$ cat src/rtl/rx_fifo_autorts.sv
module rx_fifo_autorts #(
  parameter int DATA_W = 8,
  parameter int DEPTH  = 64,
  parameter int STEP   = 4,
  localparam int AW = $clog2(DEPTH),
  localparam int LW = AW + 1
) (
  input  logic              clk,
  input  logic              rst_n,
  input  logic              wr_en,
  input  logic [DATA_W-1:0] wr_data,
  input  logic              rd_en,
  output logic [DATA_W-1:0] rd_data,
  input  logic [7:0]        trig_cfg,
  input  logic              rts_auto_en,
  input  logic              ovf_clr,
  output logic [LW-1:0]     level,
  output logic              empty,
  output logic              full,
  output logic              ovf,
  output logic              rts_n
);

  logic [DATA_W-1:0] mem [DEPTH];
  logic [AW-1:0] wp, rp;
  logic [LW-1:0] cnt;
  logic          halted;

  logic rd_ok, wr_ok;
  assign empty = (cnt == '0);
  assign full  = (cnt == LW'(DEPTH));
  assign rd_ok = rd_en && !empty;
  assign wr_ok = wr_en && (!full || rd_ok);
  assign level = cnt;
  assign rd_data = mem[rp];

  always_ff @(posedge clk) begin
    if (wr_ok) mem[wp] <= wr_data;
  end

  always_ff @(posedge clk or negedge rst_n) begin
    if (!rst_n) begin
      wp  <= '0;
      rp  <= '0;
      cnt <= '0;
      ovf <= 1'b0;
    end else begin
      if (wr_ok) wp <= wp + 1'b1;
      if (rd_ok) rp <= rp + 1'b1;
      if (wr_ok && !rd_ok)      cnt <= cnt + 1'b1;
      else if (rd_ok && !wr_ok) cnt <= cnt - 1'b1;
      if (wr_en && !wr_ok) ovf <= 1'b1;
      else if (ovf_clr)    ovf <= 1'b0;
    end
  end

  logic [LW-1:0] halt_lv, res_raw, res_lv;
  assign halt_lv = LW'(int'(trig_cfg[3:0]) * STEP);
  assign res_raw = LW'(int'(trig_cfg[7:4]) * STEP);
  assign res_lv  = (res_raw < halt_lv) ? res_raw :
                   (halt_lv >= LW'(STEP)) ? halt_lv - LW'(STEP) : '0;

  always_ff @(posedge clk or negedge rst_n) begin
    if (!rst_n)                halted <= 1'b0;
    else if (cnt >= halt_lv)   halted <= 1'b1;
    else if (cnt <= res_lv)    halted <= 1'b0;
  end

  assign rts_n = rts_auto_en & halted;

  p_drop_when_full_r3: assert property (@(posedge clk) disable iff (!rst_n)
    (full && wr_en && !rd_en) |=> (full && ovf));
  p_ovf_sticky_r3: assert property (@(posedge clk) disable iff (!rst_n)
    (ovf && !ovf_clr) |=> ovf);
  p_pair_level_r4: assert property (@(posedge clk) disable iff (!rst_n)
    (wr_en && rd_en && !empty) |=> $stable(cnt));
  p_empty_read_r2: assert property (@(posedge clk) disable iff (!rst_n)
    (empty && rd_en && !wr_en) |=> empty);
  p_halt_r6: assert property (@(posedge clk) disable iff (!rst_n)
    (cnt >= halt_lv) |=> halted);
  p_resume_r7: assert property (@(posedge clk) disable iff (!rst_n)
    (halted && cnt > res_lv && cnt < halt_lv) |=> halted);
  p_res_order_r8: assert property (@(posedge clk) disable iff (!rst_n)
    (halt_lv != '0) |-> (res_lv < halt_lv));
  p_auto_off_r10: assert property (@(posedge clk) disable iff (!rst_n)
    !rts_auto_en |-> !rts_n);
  p_flags_r11: assert property (@(posedge clk) disable iff (!rst_n)
    !(empty && full) && cnt <= LW'(DEPTH));

endmodule

$ cat config.mk
export PLATFORM = sky130hd
export DESIGN_NAME = rx_fifo_autorts
export DESIGN_NICKNAME = d
export VERILOG_FILES = /design/src/rtl/rx_fifo_autorts.sv
export SDC_FILE = /design/constraint.sdc
export NUM_CORES = 1
export LEC_CHECK = 0
export ABC_AREA = 1
export BUFFER_PORTS_ARGS = -buffer_cell sky130_fd_sc_hd__buf_2
export CAP_MARGIN = 20
export CORE_MARGIN = 2
export CORE_UTILIZATION = 30
export DETAILED_ROUTE_END_ITERATION = 16
export PLACE_DENSITY = 0.46
export SYNTH_ARGS = -nofsm -noshare
export SYNTH_HDL_FRONTEND = slang
export SYNTH_SLANG_ARGS = --single-unit
$ cat constraint.sdc
create_clock -name clk -period 2.6 [get_ports clk]
set_input_delay 0.13 -clock clk [delete_from_list [all_inputs] [get_ports clk]]
set_output_delay 0.13 -clock clk [all_outputs]
set_load 0.05 [all_outputs]
## Word level (Yosys, flattened, before mapping)

Memory sizes are Yosys's and may differ from the RTL's.
Index checks and enable logic that the tools add are counted.

- $add $sub $neg: 5
- Magnitude comparators: 4
- Equal/unequal tests: 1
- Muxes and demuxes: 10
- Bitwise gates (word level): 1
- Reduce and logical (&&, ||, !) cells: 14

Operators by type and width:

| cell | number |
|---|---|
| 7-bit 2-to-1 mux | 4 |
| 6-bit by 1-bit adder with 6-bit output, second input constant | 2 |
| 7-bit by 1-bit adder with 7-bit output, second input constant | 1 |
| 7-bit equality test, second input constant | 1 |
| 7-bit by 6-bit greater-or-equal comparator with 1-bit output | 1 |
| 7-bit less-or-equal comparator | 1 |
| 7-bit logical NOT | 1 |
| 6-bit by 3-bit subtractor with 7-bit output, second input constant | 1 |
| 7-bit by 1-bit subtractor with 7-bit output, second input constant | 1 |
| 6-bit by 3-bit greater-or-equal comparator with 1-bit output, second input constant | 1 |
| 6-bit < comparator | 1 |
| 1-bit 2-to-1 mux | 6 |
| 2-bit nonzero test | 3 |
| 1-bit logical AND | 5 |
| 1-bit logical NOT | 4 |
| 1-bit AND | 1 |
| 1-bit logical OR | 1 |

- Bits in registers: 21
- Memory bits (writable): 512
- Input bits: 22
- Output and inout port bits: 19
- Logic and storage cells: 41
- Memories kept: 1

Memory list:

| memory | words | bits a word | rd ports | clocked after Yosys merged registers in | wr ports | RTL line | source |
|---|---|---|---|---|---|---|---|
| mem | 64 | 8 | 1 | 0 | 1 | 24 | `logic [DATA_W-1:0] mem [DEPTH];` |

## Logic depth before layout (Yosys ltp)

Gate-level depths: netlist of run 1.

- Depth in word-level cells: 9
- Gate-level depth with buffers: 17

## Worst setup path after synthesis of run 1

No wires, ideal clock.

- Path kind: reg2reg
- Start point: register cnt[5], in the netlist level[5]
- End point: register cnt[3], in the netlist level[3]
- Setup time: 0.129 ns
- Data arrival time: 3.085 ns
- Required time: 2.471 ns
- Setup slack: -0.614 ns
- Stages on the path, launching flop included: 16
- Clock period less this slack: 3.214 ns
- Path through: dfrtp_1 or2_2 nor2_2 nand2_1 nand2_2 inv_2 buf_6 ha_1 inv_1 ha_1 nand2_1 nand2_1 a31oi_1 nor2_1 o21ai_0 o21ai_0

RTL lines:

| element | RTL line | source |
|---|---|---|
| from (decl) | 26 | `logic [LW-1:0] cnt;` |
| from (signal assigned) | 50 | `if (wr_ok && !rd_ok) cnt <= cnt + 1'b1;` |
| from (signal assigned) | 51 | `else if (rd_ok && !wr_ok) cnt <= cnt - 1'b1;` |
| 7-bit equality test (*) | 31 | `assign full = (cnt == LW'(DEPTH));` |
| named net full | 19 | `output logic full,` |
| 1-bit logical NOT (*) | 33 | `assign wr_ok = wr_en && (!full \|\| rd_ok);` |
| 1-bit logical OR (*) | 33 |  |
| 1-bit logical AND (*) | 33 |  |
| named net wr_ok | 29 | `logic rd_ok, wr_ok;` |
| 1-bit logical NOT | 51 |  |
| 1-bit logical AND | 51 |  |
| 2-bit nonzero test (no line) | -- |  |

Mark *: on every way through the listed nets, which the timed path passes. The rest lies on a longest branch.
A chain may end at the register's enable or synchronous reset.

## Worst setup path in the final report of run 1

- Start point: register rp[0]
- End point: output port rd_data[0]

- Longest elaborated chain between the ends: 1

Ends and longest elaborated chain:

| element | RTL line | source |
|---|---|---|
| from (decl) | 25 | `logic [AW-1:0] wp, rp;` |
| from (signal assigned) | 49 | `if (rd_ok) rp <= rp + 1'b1;` |
| memory 64 x 8 bit | -- |  |
| to (decl) | 13 | `output logic [DATA_W-1:0] rd_data,` |

No other way between the ends.

==> results.toml, run 1 <==
[cells_and_area]
fillCellCount = 7450
drive_gt1_share_pct = 19.9
stdcell_area_um2 = 29300
syn2layout_area_growth_pct = 26.8
final_nets = 2332

[setup_path]
crit_fanout = 8
rrSetupSlack_ps = 170
r2r_start = "level[3]$_DFFE_PN0P_"
r2r-end = "mem[27][6]$_DFFE_PP_"
critPathLaunch = "rp[0]$_DFFE_PN0P_"
startpoint_type = "flop"
arrival_ps = 2560
end_kind = "output pin"
criticalPathCategory = "flop to output pin"
required_ps = 2470
r2r_cells = 9

[placed_design]
routabilityCongestion = 0.828
post_dp_cell_area_um2 = 24900
port_buffers = 40
post-place-ws_ps = 73.6
dp_hpwl_um = 38600

[sta]
finalMaxSlewViolations = 0
rsz0062_at_grt = "true"
tightestPinTransition_ps = 845
hold_ws_ps = 20.6
hold_viol_final = 0
setup_viol_count_final = 8
finalCriticalPeriod_ps = 2690
skew_ps = 37.8
relSlewSlack_pct = 43.5
setup_ws_ps = -90.4
fmaxAchievable_mhz = 372
fin_crit_sh_pct = 103

[outcome]
violations = "negative setup slack"
status = "finished, violations left"

[yosys]
yosys_register_bits = 533
synth_area_leaders = "edfxtp_1 67%, nand2_1 12%, nand3_1 6.3%, inv_1 3.1%, nor2_1 2.5%"
yosysWarnings = 0
ys_types = 32
synth_top_area_share_pct = 66.6
seq_area_frac_synth_pct = 68.9
syn_area_um2 = 23100
syn-num-nets = 2220
avgSynthCellArea_um2 = 10.6
synthCells = 2175
yosysTopAreaCell = "edfxtp_1"

[global_routing]
grt_antenna_before_repair = 1
grt_usage_pct = 18.0
grt_pass1_vias = 15800
overflow = 0
grt_pass1_wl_um = 104000
grt_max_degree = 65

[clock_network]
htreeDepth = 2
clk_pin_slew_worst_paths_ps = 60
cts_buffers = 58
cts_buffer_depth = 3
cts_sinks = 533
clk_latency_ps = 640
clock-root-buffer = "clkbuf_16"
cts_tree = "yes"

[floorplanning]
die_h_um = 281
die_w_um = 281
start_util_pct = 30.3
rows = 101
io_pins = 41
die_area_um2 = 79200
core_um2 = 76100

[power]
vdd_drop_max_mv = 0.889
power_density_nw_per_um2 = 1190
power.leakage_nw = 11.3
power.total_mw = 35.0

[run]
cap_viol_max_count = 0

[routing]
drcViolationCount = 0
wl_um = 72200
wl_per_cell_um = 21.5
ant_nets = 0
vias = 16200
viasPerCell = 4.81
dr.pass1.iters = 5
drt_iter0_drc = 1243

[worst_hold_path]
hold_path.class = "input pin to async pin"
through the flow:
step	setup TNS [ps]	cells	utilization (%)
4_1_cts	-728	3348	37.3
2_1_floorplan	-254	2175	-
6_report	-576	3366	38.5
3_3_place_gp	0	3198	32.8
5_1_grt	-1180	3365	38.5
3_5_place_dp	0	3198	32.8
power by group:
group	internal, mW	leakage, nW	switching (mW)	total [mW]
Combinational	5.91	5.50	10.3	16.2
Sequential	9.87	4.85	0.354	10.2
Clock	5.07	0.963	3.49	8.56
flip-flops by register name, summed over array words and instances (netlist names):
signal  cells
halted      1
level       7
mem       512
ovf         1
rp          6
wp          6
worst max-delay path by stage:
stage,end,slack (ps),depth (start not counted)
after floorplan,level[6]$_DFFE_PN0P_,-70,17
after global placement,mem[42][0]$_DFFE_PP_,160,9
after detailed placement,mem[19][1]$_DFFE_PP_,70,9
after CTS,rd_data[6],-100,12
after global routing,rd_data[2],-160,12
final,rd_data[0],-90,11
routing by layer:
metal  share of wire (%)  up-vias  global-route usage [%]
met2                  46      497                    28.8
met4                 2.8        2                    5.39
met3                 6.3      110                    3.47
li1                    -     7557                       -
met5               0.012        -                       0
met1                  45     8008                    24.7
Yosys cell counts:
cell      instances
clkbuf_1         28
inv_2             2
buf_6             2
edfxtp_1        512
o21ai_1           3
nand4_1          15
buf_4             3
nand2_2           1
nor2_1          152
and2_1            1
o221ai_1          1
dfrtp_1          21
ha_1             22
o22ai_1           1
clkinv_1          3
xnor2_1           3
nor2_2            2
xor2_1           10
buf_1             3
o31ai_1           1
a31oi_1           1
or2_2             1
inv_1           191
o21ai_0          26
nand3_1         289
nor3_1            3
o211ai_1         26
buf_2            70
fa_1              1
nand2_1         736
a21oi_1          42
nand3b_1          3
cells by family (layout without fill, tap and decap cells):
kind of cell / Yosys count / after routing / share of synthesized area [%]
other: 0 / 1 / 0
AO/OA/AOI/OAI: 101 / 101 / 2.51
XOR/XNOR: 13 / 13 / 0.493
flip-flops: 533 / 533 / 68.9
buffers and inverters: 302 / 462 / 5.41
AND/OR/NAND/NOR: 1203 / 1203 / 21.4
adder cells (fa/ha/maj): 23 / 23 / 1.28
cell usage in the layout, fill, tap and decap left out, types with 27 or more instances in the layout:
master / n
nand2_1: 680
edfxtp_1: 512
nand3_1: 205
inv_1: 189
nor2_1: 123
nand3_2: 77
clkbuf_16: 71
nand2_2: 44
buf_4: 37
buf_2: 32
buf_16: 29
buf_12: 27
layout make-up:
| cell class | count | area, um^2 | area share (%) |
|---|---|---|---|
| diodes | 1 | 2.50 | 0.00855 |
| clock buffers | 75 | 1580 | 5.38 |
| clock inverters | 33 | 398 | 1.36 |
| inverters | 196 | 777 | 2.65 |
| multi-input cells | 1340 | 6920 | 23.6 |
| flip-flops and latches | 533 | 15900 | 54.4 |
| well taps | 1030 | 1290 | 4.40 |
| repair buffers | 157 | 2360 | 8.07 |
| repair inverters | 1 | 30.0 | 0.103 |
what timing repair did:
item	in CTS	in global routing
hold endpoints to repair	29	0
hold buffers	5	0
cloned	23	15
pin swaps	72	83
setup endpoints to repair	8	123
setup buffers	14	5
gates resized for setup	177	140
critical path, cell delays in order (launching register included):
cell and delay [ps]:
dfrtp_4 500, buf_12 190, inv_16 90, buf_16 170, buf_6 170, o21ai_0 100, nand3_1 100, nand3_1 90
nand2_2 150, nand3_2 110, nand2_4 110, buf_8 150
No activity file was read; power rests on OpenSTA's default activity.
==> run 2: changes to the inputs <==
--- a/config.mk
+++ b/config.mk
@@ -5,9 +5,9 @@
 export SDC_FILE = /design/constraint.sdc
 export NUM_CORES = 1
 export LEC_CHECK = 0
-export ABC_AREA = 1
 export BUFFER_PORTS_ARGS = -buffer_cell sky130_fd_sc_hd__buf_2
 export CAP_MARGIN = 20
+export CORE_ASPECT_RATIO = 1.5
 export CORE_MARGIN = 2
 export CORE_UTILIZATION = 30
 export DETAILED_ROUTE_END_ITERATION = 16
==> run 2 against run 1 <==
Net effect: the run still ends with negative setup slack left; via count is 32% lower; clock-buffer cell count is 15 lower; area after synthesis is 7.0% lower; combinational power is 30% lower; clock power is 13% lower; hold slack better by 25 ps; die area is 6.9% lower; largest cell class unchanged; largest power group unchanged; highest routed layer unchanged.
==> results.toml, run 2 <==
[power]
seq_power_share_pct = 35.0
p_switching_mw = 9.76
power_density_nw_per_um2 = 1110
power.total_mw = 29.1
p_sw_share_pct = 33.6
p_clk_share_pct = 25.7
combPwrFrac_pct = 39.3
power.leakage_nw = 8.66
vdd_drop_max_mv = 0.562
p_int_mw = 19.3

[cells_and_area]
seq_area_um2 = 15900
fin_util_pct = 36.8
regMostFlops = "mem"
multiInputGateArea_um2 = 5560
layout_common_cells = "512 x edfxtp_1, 115 x buf_4, 98 x mux4_2, 83 x nor2_1, 70 x mux2i_1"
final_nets = 1364
stdcell_area_um2 = 26200
antenna_cells = 0
fillCellCount = 6525
final_common_cell = "edfxtp_1"
final_cells = 2273
largest_reg_flops = 512
syn2layout_area_growth_pct = 21.9
drive_gt1_share_pct = 33.2

[setup_path]
r2r_cells = 14
rrSetupSlack_ps = 20
max_stage_delay_ps = 550
cpMostUsedCell = "buf_4"
r2r-end = "level[6]$_DFFE_PN0P_"
arrival_ps = 2940
cp_top_family = "buffers and inverters"
criticalPathCategory = "flop to output pin"
r2r_start = "level[2]$_DFFE_PN0P_"
cp.buffers_inverters = 5
cpMaxStageDelayCell = "dfrtp_4"
startpoint_type = "flop"
end_kind = "output pin"
path_cells = "buf_12, buf_16, buf_4, mux4_2, a22o_1, nor3_2, buf_4, o31ai_2, buf_6"
required_ps = 2470
crit_fanout = 7

[routing]
vias = 11100
wl_um = 55500
drcViolationCount = 0
wl_per_cell_um = 24.4
dr.pass1.iters = 4
drt_iter0_drc = 734
ant_nets = 0
viasPerCell = 4.86

[worst_hold_path]
holdPathEnd = "mem[8][3]$_DFFE_PP_"
hold_depth = 1
hold_path.class = "input pin to flop"
worstHoldStart = "wr_data[3]"

[yosys]
yosys_register_bits = 533
yosysWarnings = 0
syn-num-nets = 1174
synthCells = 1129
synth_area_leaders = "edfxtp_1 72%, mux4_2 10%, mux2i_1 3.6%, dfrtp_1 2.4%, nor2_1 1.6%"
synth_edf_count = 512
synth_top_flop_cell = "edfxtp_1"
yosys-top-cells-count = "512 x edfxtp_1, 98 x mux4_2, 92 x nor2_1, 78 x mux2i_1, 42 x nand2_1"
syn_area_um2 = 21500
yosysTopAreaCell = "edfxtp_1"
ys_types = 54
yosysMostFrequentCell = "edfxtp_1"
avgSynthCellArea_um2 = 19.0
seq_area_frac_synth_pct = 74.1
synthArstFlopShare_pct = 3.94
synth_top_area_share_pct = 71.7

[floorplanning]
core_um2 = 71000
die_h_um = 332
die_w_um = 222
rows = 120
start_util_pct = 30.2
die_area_um2 = 73700
io_pins = 41

[placed_design]
dp.cells = 2150
port_buffers = 40
post_dp_cell_area_um2 = 23700
routabilityCongestion = 0.767
dp_hpwl_um = 36200

[clock_network]
clk_latency_ps = 610
cts_tree = "yes"
clk_pin_slew_worst_paths_ps = 70
htreeDepth = 2
cts_buffers = 51
clock-root-buffer = "clkbuf_16"
cts_buffer_depth = 3
cts_sinks = 533

[outcome]
violations = "negative setup slack"
status = "finished, violations left"

[sta]
tightestPinTransition_ps = 904
rsz0062_at_grt = "true"
finalCriticalPeriod_ps = 3070
finalMaxSlewViolations = 0
hold_viol_final = 0
fin_crit_sh_pct = 118
relSlewSlack_pct = 39.5
setup_viol_count_final = 8
setup_ws_ps = -466
skew_ps = 22.9
fmaxAchievable_mhz = 326
setup-tns-final_ps = -3150

[global_routing]
grt_pass1_wl_um = 81500
grt_antenna_before_repair = 3
grt_pass1_vias = 11700
grt_usage_pct = 15.1
overflow = 0
grt_max_degree = 65

[run]
cap_viol_max_count = 0
==> run 2: cell types whose count changed after synthesis, sizes merged, moves of 41 or more <==
| cell | delta |
|---|---|
| mux2i | +78 |
| nand3 | -277 |
| nor2 | -62 |
| buf | -41 |
| mux4 | +98 |
| nand2 | -695 |
| inv | -179 |
==> run 2: per-stage QoR <==
stage / setup slack, ps / hold slack [ps]
after floorplan: -284 / -166
after global placement: -34.1 / 153
after detailed placement: -16.8 / 158
after CTS: -509 / 23.2
after global routing: -525 / 43.0
final: -466 / 45.4
==> run 2: kinds of logic after synthesis <==
logic type                 share of synthesized area, %
DFF                                                74.1
muxes                                              14.7
AOI/OAI and AO/OA                                  3.63
and+or+nand+nor                                    3.70
buffers and inverters                              1.80
adders and majority gates                          1.38
xor gates and xnor gates                          0.653
==> run 2: layer usage <==
| metal | vias up | GRT usage, % | wire length [um] |
|---|---|---|---|
| met3 | 80 | 2.33 | 1900 |
| met2 | 201 | 27.0 | 28900 |
| met1 | 5821 | 18.5 | 22700 |
| met4 | 6 | 5.60 | 1940 |
| met5 | - | 0 | 44 |
| li1 | 4949 | - | - |
==> run 2: how the worst max path moves through the flow <==
| stage | from | endpoint | slack (ps) | cells past startpoint |
|---|---|---|---|---|
| after global placement | rp[0]$_DFFE_PN0P_ | rd_data[3] | -30 | 8 |
| final | rp[0]$_DFFE_PN0P_ | rd_data[6] | -470 | 9 |
| after CTS | rp[0]$_DFFE_PN0P_ | rd_data[6] | -510 | 9 |
| after floorplan | level[4]$_DFFE_PN0P_ | level[6]$_DFFE_PN0P_ | -280 | 14 |
| after global routing | rp[0]$_DFFE_PN0P_ | rd_data[6] | -520 | 9 |
| after detailed placement | trig_cfg[1] | halted$_DFFE_PN0P_ | -20 | 15 |
==> run 2: cell type report <==
| cell class | instances | area share, % |
|---|---|---|
| sequential | 533 | 60.8 |
| clock buffer | 60 | 5.09 |
| timing repair buffer | 192 | 6.99 |
| clock inverter | 32 | 1.22 |
| inverter | 14 | 0.230 |
| multi-input combinational | 527 | 21.3 |
| tap | 915 | 4.38 |
==> run 2: power by group through the flow <==
| stage | clock network [mW] | registers [mW] | logic [mW] |
|---|---|---|---|
| global route | 7.97 | 10.2 | 12.1 |
| floorplan | 0 | 10.4 | 5.97 |
| global placement | 0 | 10.3 | 10.1 |
| CTS | 7.65 | 10.2 | 11.3 |
| detailed placement | 0 | 10.4 | 10.0 |
| finish | 7.46 | 10.2 | 11.4 |
==> run 2: timing repair <==
action                                  in CTS  in global routing
endpoints found under the setup margin       9                 80
pin swaps                                    8                 16
hold buffers                                 6                  0
resized for setup                           60                 33
endpoints found under the hold margin       30                  0
buffers inserted                             7                 12
cloned                                       6                  0
==> run 3: changes to the inputs <==
--- a/config.mk
+++ b/config.mk
@@ -9,9 +9,9 @@
 export CAP_MARGIN = 20
 export CORE_ASPECT_RATIO = 1.5
 export CORE_MARGIN = 2
-export CORE_UTILIZATION = 30
+export CORE_UTILIZATION = 55
 export DETAILED_ROUTE_END_ITERATION = 16
-export PLACE_DENSITY = 0.46
+export PLACE_DENSITY = 0.74
 export SYNTH_ARGS = -nofsm -noshare
 export SYNTH_HDL_FRONTEND = slang
 export SYNTH_SLANG_ARGS = --single-unit
==> run 3 against run 2 <==
Net effect: the flow still finishes with violations (negative setup slack); clock power down 15%; via count up 3.6%; setup slack better by 13 ps; sequential share of layout area up 1.7 points; hold slack worse by 33 ps; flip-flop and latch count unchanged; fmax up 0.41%; clock skew down 12 ps; final cell count down 20%; die area down 45%; largest power group unchanged.
==> results.toml, run 3 (synthesis gave the netlist of run 2 again) <==
[routing]
vias = 11500
dr.pass1.iters = 6
wl_per_cell_um = 27.5
drt_iter0_drc = 1048
viasPerCell = 6.27
drcViolationCount = 0
wl_um = 50200
ant_nets = 0

[setup_path]
r2r_cells = 15
criticalPathCategory = "flop to output pin"
r2r_start = "level[2]$_DFFE_PN0P_"
critPathLaunch = "rp[0]$_DFFE_PN0P_"
r2r-end = "level[6]$_DFFE_PN0P_"
crit_fanout = 6
end_kind = "output pin"
rrSetupSlack_ps = 20
required_ps = 2470
arrival_ps = 2920
startpoint_type = "flop"

[sta]
hold_ws_ps = 12.6
fin_crit_sh_pct = 117
finalCriticalPeriod_ps = 3050
hold_viol_final = 0
finalMaxSlewViolations = 0
setup_viol_count_final = 8
tightestPinTransition_ps = 987
relSlewSlack_pct = 34.2
setup_ws_ps = -453
rsz0062_at_grt = "true"
fmaxAchievable_mhz = 328
skew_ps = 11.1

[placed_design]
routabilityCongestion = 0.863
dp_hpwl_um = 31200
port_buffers = 40
dp.cells = 1695
post_dp_cell_area_um2 = 22800

[worst_hold_path]
holdPathEnd = "wp[1]$_DFFE_PN0P_"
hold_depth = 5
worstHoldStart = "rd_en"
hold_path.class = "input pin to flop"

[cells_and_area]
drive_gt1_share_pct = 32.8
final_common_cell = "edfxtp_1"
stdcell_area_um2 = 25400
syn2layout_area_growth_pct = 18.5
final_cells = 1826
fillCellCount = 2415
antenna_cells = 0
final_nets = 1346
regMostFlops = "mem"
largest_reg_flops = 512
layout_common_cells = "512 x edfxtp_1, 99 x buf_4, 98 x mux4_2, 82 x nor2_1, 62 x mux2i_1"
seq_area_um2 = 15900
multiInputGateArea_um2 = 5700

[power]
vdd_drop_max_mv = 1.25
power.leakage_nw = 8.47
power_density_nw_per_um2 = 1110

[floorplanning]
start_util_pct = 55.8
die_h_um = 246
core_um2 = 38400
die_w_um = 165
die_area_um2 = 40600
io_pins = 41
rows = 88

[outcome]
violations = "negative setup slack"
status = "finished, violations left"

[clock_network]
clk_latency_ps = 560
cts_tree = "yes"
cts_buffer_depth = 3
clk_pin_slew_worst_paths_ps = 70
cts_buffers = 45
cts_sinks = 533
clock-root-buffer = "clkbuf_16"
htreeDepth = 2

[global_routing]
grt_antenna_before_repair = 0
grt_pass1_wl_um = 75000
grt_usage_pct = 25.7
grt_max_degree = 65
grt_pass1_vias = 11800
overflow = 0

[run]
cap_viol_max_count = 0
## run 3: worst max-delay path by stage
| stage | depth (start not counted) | slack [ps] | to |
|---|---|---|---|
| final | 10 | -450 | rd_data[3] |
| after global routing | 10 | -510 | rd_data[6] |
| after CTS | 10 | -420 | rd_data[0] |
| after detailed placement | 7 | -120 | rd_data[7] |
| after global placement | 7 | -130 | rd_data[5] |
| after floorplan | 14 | -280 | level[6]$_DFFE_PN0P_ |
## run 3: cell type report
cell class / count / share of cell area [%]
Clock inverter: 18 / 0.630
Sequential cell: 533 / 62.6
Multi-Input combinational cell: 527 / 22.4
Tap cell: 495 / 2.44
Timing Repair Buffer: 180 / 7.05
Inverter: 14 / 0.236
Clock buffer: 59 / 4.63
## run 3: routing by layer
metal	up-vias	routed length (um)	track usage (%)
li1	4893	-	-
met1	5916	17500	31.6
met2	528	26600	44.5
met3	120	3620	4.27
met4	0	2430	11.7
met5	-	0	0
## run 3: worst max-delay path, cell delays in order (launching register included)
cell and delay, ps:
dfrtp_4 520, buf_12 150, buf_16 150, buf_16 150, buf_12 140, buf_4 130, mux4_2 420, mux2_4 300
o22ai_2 150, nor3_2 90, buf_6 160
## run 3: where the power goes
part | total (mW) | switching, mW | internal [mW] | leakage (nW)
Combinational | 11.8 | 6.35 | 5.48 | 2.96
Clock | 6.35 | 2.87 | 3.48 | 0.656
Sequential | 10.1 | 0.291 | 9.85 | 4.85
Total | 28.3 | 9.52 | 18.8 | 8.47
## run 3: stage by stage
step | power (mW) | utilization, % | TNS (ps) | setup WS [ps]
2_1_floorplan | 16.4 | - | -712 | -284
3_5_place_dp | 19.7 | 59.5 | -418 | -118
6_report | 28.3 | 66.2 | -3380 | -453
3_3_place_gp | 19.5 | 59.5 | -323 | -125
4_1_cts | 27.9 | 65.5 | -3180 | -423
5_1_grt | 29.2 | 66.2 | -4080 | -507
## run 3: timing repair
item / in CTS / in global routing
endpoints found under the hold margin: 42 / 0
pin swaps: 44 / 24
setup endpoints to repair: 10 / 63
hold buffers: 6 / 0
resized for setup: 96 / 33
buffers inserted: 22 / 19
cloned: 8 / 2
